[config.mk]
export PLATFORM = sky130hd
export DESIGN_NAME = addsub_nzvc
export DESIGN_NICKNAME = d
export VERILOG_FILES = /design/src/rtl/addsub_pkg.sv /design/src/rtl/addsub_opsel.sv /design/src/rtl/addsub_ripple.sv /design/src/rtl/addsub_flagcalc.sv /design/src/rtl/addsub_nzvc.sv
export SDC_FILE = /design/constraint.sdc
export NUM_CORES = 1
export LEC_CHECK = 0
export BUFFER_PORTS_ARGS = -buffer_cell sky130_fd_sc_hd__buf_4
export CAP_MARGIN = 20
export CORE_MARGIN = 2
export CORE_UTILIZATION = 50
export CTS_BUF_LIST = sky130_fd_sc_hd__clkbuf_4 sky130_fd_sc_hd__clkbuf_8
export DETAILED_ROUTE_END_ITERATION = 10
export GPL_ROUTABILITY_DRIVEN = 0
export PLACE_DENSITY = 0.93
export SETUP_SLACK_MARGIN = 0.1
export SKIP_LAST_GASP = 1
export SLEW_MARGIN = 10
export SYNTH_ARGS = -nofsm -noshare
export SYNTH_HDL_FRONTEND = slang
export SYNTH_SLANG_ARGS = --single-unit
[constraint.sdc]
create_clock -name clk -period 12.4 [get_ports clk]
set_input_delay 0.62 -clock clk [delete_from_list [all_inputs] [get_ports clk]]
set_output_delay 0.62 -clock clk [all_outputs]
set_load 0.02 [all_outputs]
[src/rtl/addsub_pkg.sv]
package addsub_pkg;

    typedef enum logic [1:0] {
        OP_ADD = 2'b00,
        OP_ADC = 2'b01,
        OP_SUB = 2'b10,
        OP_SBB = 2'b11
    } alu_op_e;

    typedef struct packed {
        logic n;
        logic z;
        logic v;
        logic c;
    } nzvc_t;

endpackage

[src/rtl/addsub_opsel.sv]
// Operand conditioning: picks the B polarity and the carry-in for each operation.
module addsub_opsel
    import addsub_pkg::*;
#(
    parameter int W = 8
) (
    input  alu_op_e        op,
    input  logic [W-1:0]   opb,
    input  logic           c_flag,
    input  logic           borrow_mode,
    output logic [W-1:0]   b_eff,
    output logic           cin,
    output logic           is_sub
);

    always_comb begin
        unique case (op)
            OP_ADD: begin
                b_eff  = opb;
                cin    = 1'b0;
                is_sub = 1'b0;
            end
            OP_ADC: begin
                b_eff  = opb;
                cin    = c_flag;
                is_sub = 1'b0;
            end
            OP_SUB: begin
                b_eff  = ~opb;
                cin    = 1'b1;
                is_sub = 1'b1;
            end
            OP_SBB: begin
                b_eff  = ~opb;
                // stored flag means borrow when borrow_mode=1: no carry-in then
                cin    = borrow_mode ? ~c_flag : c_flag;
                is_sub = 1'b1;
            end
            default: begin
                b_eff  = opb;
                cin    = 1'b0;
                is_sub = 1'b0;
            end
        endcase
    end

endmodule

[src/rtl/addsub_ripple.sv]
// Bit-level ripple adder that exposes the carry into and out of the sign bit.
module addsub_ripple #(
    parameter int W = 8
) (
    input  logic [W-1:0] a,
    input  logic [W-1:0] b,
    input  logic         cin,
    output logic [W-1:0] sum,
    output logic         c_into_msb,
    output logic         c_out
);

    logic [W:0] carry;

    assign carry[0] = cin;

    for (genvar i = 0; i < W; i++) begin : g_bit
        assign sum[i]     = a[i] ^ b[i] ^ carry[i];
        assign carry[i+1] = (a[i] & b[i]) | (carry[i] & (a[i] ^ b[i]));
    end

    assign c_into_msb = carry[W-1];
    assign c_out      = carry[W];

endmodule

[src/rtl/addsub_flagcalc.sv]
// Derives the next NZVC value from the adder outputs.
module addsub_flagcalc
    import addsub_pkg::*;
#(
    parameter int W = 8
) (
    input  logic [W-1:0] sum,
    input  logic         c_into_msb,
    input  logic         c_out,
    input  logic         is_sub,
    input  logic         borrow_mode,
    output nzvc_t        flags
);

    always_comb begin
        flags.n = sum[W-1];
        flags.z = (sum == '0);
        flags.v = c_into_msb ^ c_out;
        flags.c = (is_sub && borrow_mode) ? ~c_out : c_out;
    end

endmodule

[src/rtl/addsub_nzvc.sv]
// Top: registered adder-subtractor with NZVC status.
module addsub_nzvc
    import addsub_pkg::*;
#(
    parameter int W = 8
) (
    input  logic         clk,
    input  logic         rst_n,
    input  logic         op_valid,
    input  logic [1:0]   op_code,
    input  logic         flag_we,
    input  logic         borrow_mode,
    input  logic [W-1:0] opa,
    input  logic [W-1:0] opb,
    output logic [W-1:0] result,
    output logic         flag_n,
    output logic         flag_z,
    output logic         flag_v,
    output logic         flag_c
);

    alu_op_e      op;
    logic [W-1:0] b_eff;
    logic         cin;
    logic         is_sub;
    logic [W-1:0] sum;
    logic         c_into_msb;
    logic         c_out;
    nzvc_t        flags_next;
    nzvc_t        flags_q;
    logic [W-1:0] result_q;

    assign op = alu_op_e'(op_code);

    addsub_opsel #(.W(W)) u_opsel (
        .op          (op),
        .opb         (opb),
        .c_flag      (flags_q.c),
        .borrow_mode (borrow_mode),
        .b_eff       (b_eff),
        .cin         (cin),
        .is_sub      (is_sub)
    );

    addsub_ripple #(.W(W)) u_ripple (
        .a          (opa),
        .b          (b_eff),
        .cin        (cin),
        .sum        (sum),
        .c_into_msb (c_into_msb),
        .c_out      (c_out)
    );

    addsub_flagcalc #(.W(W)) u_flags (
        .sum         (sum),
        .c_into_msb  (c_into_msb),
        .c_out       (c_out),
        .is_sub      (is_sub),
        .borrow_mode (borrow_mode),
        .flags       (flags_next)
    );

    always_ff @(posedge clk or negedge rst_n) begin
        if (!rst_n) begin
            result_q <= '0;
        end else if (op_valid) begin
            result_q <= sum;
        end
    end

    always_ff @(posedge clk or negedge rst_n) begin
        if (!rst_n) begin
            flags_q <= '0;
        end else if (op_valid && flag_we) begin
            flags_q <= flags_next;
        end
    end

    always_comb begin
        result = result_q;
        flag_n = flags_q.n;
        flag_z = flags_q.z;
        flag_v = flags_q.v;
        flag_c = flags_q.c;
    end

endmodule

==> flow_summary_export.csv, run 1 <==
group,metric,value,unit
pwr,pwr-share-seq,0.344,
flow_run,maxCapViolations,0,
finish,fin_nets,136,
clocking,clkTransAtPathRegs,0.08,ns
drt,routed_wl,1.75,mm
pwr,power.leakage,0.571,nW
clocking,clk_latency,0.27,ns
pwr,max-vdd-ir-drop,0.0681,mV
worst_setup_path,cp_cell_sequence,"buf_4 -> and3b_1 -> a311o_1 -> fa_1 -> inv_1 -> fa_1 -> fa_1 -> inv_1 -> fa_1 -> inv_1 -> fa_1 -> fa_1 -> fa_1 -> inv_1 -> fa_1 -> or4b_4 -> o31ai_2",
clocking,cts_post_setup_buffers_inserted,0,
floorplan,pin_count,35,
sta,rsz0062_at_grt,"no",
pwr,power.clock.fraction,0.186,
pwr,p_per_area,151,nW/µm²
worst_setup_path,cp.arrival,4.83,ns
clocking,htree_levels,1,
pwr,switching_share,0.361,
finish,final_cells,120,
clocking,cts.sinks,12,
clocking,cts_hold_buf,0,
grt,top_usage_layer,"met2",
place,dp_hpwl,1.48,mm
worst_setup_path,critical_path_class,"input pin to flop",
logic_synthesis,ys_seq_area_frac,0.366,
floorplan,die_y,44.5,µm
finish,multi_input_area,452,µm²
worst_setup_path,required,12.59,ns
worst_setup_path,timing.rr.end,"flag_z",
drt,vias,623,
floorplan,core,1520,µm²
finish,area_growth,36.0,%
hold_path,hold_class,"input pin to async pin",
grt,grt_overflow,0,
drt,via_per_inst,5.19,
logic_synthesis,synth_cells,68,
clocking,post_cts_resized,0,
sta,tightestPinTransition,0.253,ns
grt,grt_max_degree,14,
sta,setup-tns-final,0,ns
clocking,cts_root_buffer,"clkbuf_4",
worst_setup_path,slowest_stage,"or4b_4",
clocking,cts_tree,"yes",
pwr,power,0.168,mW
sta,fin_crit,4.64,ns
outcome,status,"complete, no violations",
clocking,cts_buffer_depth,2,
logic_synthesis,yosys_register_bits,12,
worst_setup_path,cp-end-kind,"flop",
worst_setup_path,critPathMaxFanout,13,
logic_synthesis,yosysWarnings,0,
finish,drive_gt1_frac,0.433,
logic_synthesis,synth_nets,99,
grt,grt_util_met1,0.205,
drt,drtIter0Drc,5,
grt,grtUsageMet3,0.0327,
sta,skew,0.00182,ns
floorplan,start_util,0.539,
floorplan,row_count,14,
grt,antenna_found_initial,0,
worst_setup_path,crit_top_cell,"fa_1",
place,dp_cells,116,
logic_synthesis,synth-edff-count,0,
worst_setup_path,worst-r2r-cell-count,16,
logic_synthesis,synth_cell_types,21,
sta,fmax,0.215,GHz
logic_synthesis,syn_avg_cell_area,12.1,µm²
worst_setup_path,r2r-start,"flag_c",
finish,postLayoutCoreUtil,0.732,
clocking,numCtsBuffers,3,
sta,final-hold-violation-count,0,
grt,grt_pass1_wl,2.88,mm
worst_setup_path,critPathMaxStageDelay,0.50,ns
sta,min_period_over_period,0.374,
place,numPortBuffers,34,
logic_synthesis,syn_area,821,µm²
worst_setup_path,cp_top_family,"adder cells",
drt,antenna_left,0,
finish,fill_cells,104,
worst_setup_path,reg2reg_slack,7.81,ns
pwr,p_comb_frac,0.470,
worst_setup_path,crit_buf_inv,5,
sta,setup_viol,0,
worst_setup_path,crit_path_start_kind,"input pin",
logic_synthesis,async_flop_share,1.00,
finish,regArea,300,µm²
grt,grt_util_met2,0.397,
drt,wl_per_cell,14.6,µm
floorplan,dieArea,1980,µm²
pwr,switchingPower,0.0607,mW
finish,diodes,0,
grt,grt_pass1_vias,703,
grt,track_usage,0.206,
floorplan,dieWidth,44.5,µm
sta,maxSlewViolCount,0,
drt,firstDrtPassIters,4,
logic_synthesis,synth_flop_cell,"dfrtp_1",
sta,slew-limit-headroom,0.831,
drt,drc,0,
pwr,p_int,0.108,mW
placed cells by master, fill, tap and decap left out, drive strengths merged:
master  count
xor2        3
dfrtp      12
xnor2       6
or4b        1
mux2        5
a311o       1
buf        34
a41oi       1
nand4       1
clkbuf      4
mux2i       5
nor2b       1
o31ai       1
nand2       2
a21oi       1
inv        14
and3b       1
nand3b      1
fa          8
a21bo       2
how the worst max path moves through the flow:
stage,start,end,cells after the start,slack (ns)
finish,op_code[1],flag_z,17,7.76
global placement,op_code[1],flag_z,17,7.60
floorplan,op_code[1],flag_z,16,7.73
detailed placement,op_code[1],flag_z,17,7.46
CTS,op_code[1],flag_z,17,7.73
global route,op_code[1],flag_z,17,7.58
metal layers:
metal  vias to the layer above  wire length, µm
li1                        290                -
met1                       298              651
met2                        29              935
met3                         6              102
met4                         0               64
met5                         -                0
Yosys cell counts (2+ instances only):
master   instances  area [µm²]
a21bo_2          2        20.0
dfrtp_1         12         300
fa_1             8         160
inv_1           14        52.6
mux2_1           2        22.5
mux2_2           3        33.8
mux2i_1          5        50.1
nand2_1          2        7.51
xnor2_1          6        52.6
xor2_1           3        26.3
power by group through the flow:
stage | Combinational (mW) | Clock [mW] | Sequential, mW
floorplan | 0.0296 | 0 | 0.0736
global placement | 0.0763 | 0 | 0.0582
detailed placement | 0.0800 | 0 | 0.0588
CTS | 0.0801 | 0.0315 | 0.0580
global route | 0.0863 | 0.0334 | 0.0597
finish | 0.0791 | 0.0312 | 0.0579
cells by family (layout without fill, tap and decap cells):
logic type,after synthesis,count (layout),synth area share
buffers and inverters,16,52,0.0838
XOR/XNOR,9,9,0.0960
adder cells (fa/ha/maj),8,8,0.195
AND/OR/NAND/NOR,7,7,0.0610
multiplexers,10,10,0.130
flip-flops,12,12,0.366
AO/OA/AOI/OAI,6,6,0.0686
registers in the layout, indices dropped and copies added (netlist names):
signal / count
flag_v: 1
result: 8
flag_z: 1
flag_c: 1
flag_n: 1
worst reg2reg max path, delay by kind of cell (launching register included):
family	cells	cell delay, ns
DFF	1	0.43
buffers and inverters	4	0.28
adders and majority gates	8	2.72
AOI/OAI and AO/OA	2	0.35
and+or+nand+nor	2	0.73
per-stage QoR:
step	hold WS, ns	cell area [µm²]	setup WS, ns
6_report	0.166	1120	7.76
3_3_place_gp	0.464	1080	7.60
4_1_cts	0.172	1120	7.73
5_1_grt	0.163	1120	7.58
2_1_floorplan	0.324	821	7.73
3_5_place_dp	0.465	1080	7.46
layout make-up:
type                            instances  area share
Tap cell                               16      0.0179
Sequential cell                        12       0.269
Timing Repair Buffer                   34       0.229
Clock buffer                            4      0.0325
Multi-Input combinational cell         40       0.405
Inverter                               14      0.0471
(Power assumes the default switching activity.)
==> inputs of run 2 (changes only) <==
--- a/config.mk
+++ b/config.mk
@@ -8,11 +8,11 @@
 export BUFFER_PORTS_ARGS = -buffer_cell sky130_fd_sc_hd__buf_4
 export CAP_MARGIN = 20
 export CORE_MARGIN = 2
-export CORE_UTILIZATION = 50
+export CORE_UTILIZATION = 48
 export CTS_BUF_LIST = sky130_fd_sc_hd__clkbuf_4 sky130_fd_sc_hd__clkbuf_8
 export DETAILED_ROUTE_END_ITERATION = 10
 export GPL_ROUTABILITY_DRIVEN = 0
-export PLACE_DENSITY = 0.93
+export PLACE_DENSITY = 0.9
 export SETUP_SLACK_MARGIN = 0.1
 export SKIP_LAST_GASP = 1
 export SLEW_MARGIN = 10
==> constraint.sdc (replaced) <==
create_clock -name clk -period 4.8 [get_ports clk]
set_input_delay 0.24 -clock clk [delete_from_list [all_inputs] [get_ports clk]]
set_output_delay 0.24 -clock clk [all_outputs]
set_load 0.02 [all_outputs]
==> flow_summary_export.csv, run 2 (synthesized netlist as in run 1, its figures left out) <==
group,metric,value,unit
drt,wl_per_cell,14.0,µm
sta,slew-limit-headroom,0.861,
floorplan,pin_count,35,
floorplan,start_util,0.526,
floorplan,core,1560,µm²
worst_setup_path,required,4.98,ns
place,numPortBuffers,34,
worst_setup_path,setup.worst_path.start,"flag_c",
worst_setup_path,critPathMaxFanout,3,
grt,grt_max_degree,14,
sta,skew,0.00394,ns
worst_setup_path,cp-end-kind,"flop",
sta,final-hold-violation-count,0,
worst_setup_path,cp.arrival,4.67,ns
worst_setup_path,cp_cell_sequence,"and3b_1 -> a311o_1 -> fa_1 -> inv_1 -> fa_1 -> fa_1 -> inv_1 -> fa_1 -> inv_1 -> fa_1 -> fa_2 -> fa_2 -> inv_1 -> fa_2 -> or4b_4 -> o31ai_2",
finish,postLayoutCoreUtil,0.732,
worst_setup_path,worst-r2r-cell-count,16,
place,dp_hpwl,1.43,mm
finish,fin_nets,138,
grt,track_usage,0.201,
finish,diodes,0,
worst_setup_path,r2r-start,"flag_c",
sta,setup_viol,0,
worst_setup_path,cp_top_family,"adder cells",
sta,setup-tns-final,0,ns
worst_setup_path,path_depth,16,
drt,routed_wl,1.70,mm
worst_setup_path,crit_buf_inv,4,
flow_run,maxCapViolations,0,
pwr,max-vdd-ir-drop,0.151,mV
worst_setup_path,critical_path_class,"flop to flop",
finish,final_cell_mix,"buf_4 (35), inv_1 (14), dfrtp_1 (12), xnor2_1 (6)",
pwr,power.leakage,0.578,nW
clocking,clk_latency,0.27,ns
worst_setup_path,timing.rr.end,"flag_z",
worst_setup_path,slowest_stage,"or4b_4",
finish,largest_reg_flops,8,
sta,rsz0062_at_grt,"no",
drt,vias,623,
sta,hold-worst-slack,0.228,ns
drt,firstDrtPassIters,2,
worst_setup_path,crit_path_end,"flag_z",
grt,grt_pass1_vias,663,
sta,tightestPinTransition,0.205,ns
sta,maxSlewViolCount,0,
grt,grt_overflow,0,
clocking,numCtsBuffers,3,
worst_setup_path,reg2reg_slack,0.32,ns
clocking,htree_levels,1,
floorplan,row_count,14,
drt,via_per_inst,5.11,
drt,drc,0,
clocking,cts_buffer_depth,2,
clocking,cts.sinks,12,
outcome,status,"complete, no violations",
floorplan,die_y,45.4,µm
grt,grt_pass1_wl,2.86,mm
clocking,cts_tree,"yes",
hold_path,min_path_cells,2,
clocking,cts_root_buffer,"clkbuf_4",
hold_path,hold_class,"input pin to flop",
finish,drive_gt1_frac,0.462,
clocking,clkTransAtPathRegs,0.07,ns
drt,antenna_left,0,
finish,area_growth,39.0,%
grt,antenna_found_initial,0,
floorplan,dieArea,2060,µm²
sta,min_period_over_period,0.934,
worst_setup_path,critPathMaxStageDelay,0.49,ns
drt,drtIter0Drc,9,
worst_setup_path,crit_path_start_kind,"flop",
pwr,power,0.439,mW
pwr,p_per_area,385,nW/µm²
sta,fmax,0.223,GHz
sta,fin_crit,4.48,ns
floorplan,dieWidth,45.4,µm
worst_setup_path,crit_top_cell,"fa_1",
finish,final_common_cell,"buf_4",
-- run 2: worst min-delay path by stage --
stage / slack [ns] / from / to
after detailed placement: 0.08 / rst_n / result[5]
after global placement: 0.08 / rst_n / result[4]
after CTS: 0.23 / flag_we / flag_c
after global routing: 0.23 / flag_we / flag_c
after floorplan: -0.06 / rst_n / flag_c
final: 0.23 / flag_we / flag_c
-- run 2: power by group --
| part | switching (mW) | total, mW | internal (mW) |
|---|---|---|---|
| sequential | 0.0180 | 0.151 | 0.133 |
| clock | 0.0325 | 0.0786 | 0.0461 |
| combinational | 0.107 | 0.210 | 0.103 |
| total | 0.157 | 0.439 | 0.282 |
-- run 2: per-stage QoR --
| step | setup WS (ns) | cells | instance area [µm²] |
|---|---|---|---|
| 4_1_cts | 0.170 | 121 | 1130 |
| 2_1_floorplan | 0.406 | 68 | 821 |
| 5_1_grt | 0.117 | 122 | 1140 |
| 3_3_place_gp | 0.356 | 116 | 1080 |
| 3_5_place_dp | 0.193 | 116 | 1080 |
| 6_report | 0.317 | 122 | 1140 |
-- run 2: cell type report --
type / instances / area, µm²
multi-input cells: 40 / 459
fillers: 117 / 418
clock buffers: 4 / 36.3
inverters: 14 / 52.6
repair buffers: 36 / 273
well taps: 16 / 20.0
flip-flops and latches: 12 / 300
-- run 2: per-layer routing --
metal  share of wire  GRT usage  wire length [µm]
met1            0.40      0.240               685
met5               0          0                 0
met3           0.034     0.0320                58
met4           0.028      0.129                48
met2            0.53      0.334               909
-- run 2: what timing repair did --
item / CTS / global route
hold endpoints to repair: 12 / 0
setup buffers: 0 / 1
gates resized for setup: 0 / 3
hold buffers: 1 / 0
endpoints found under the setup margin: 0 / 1
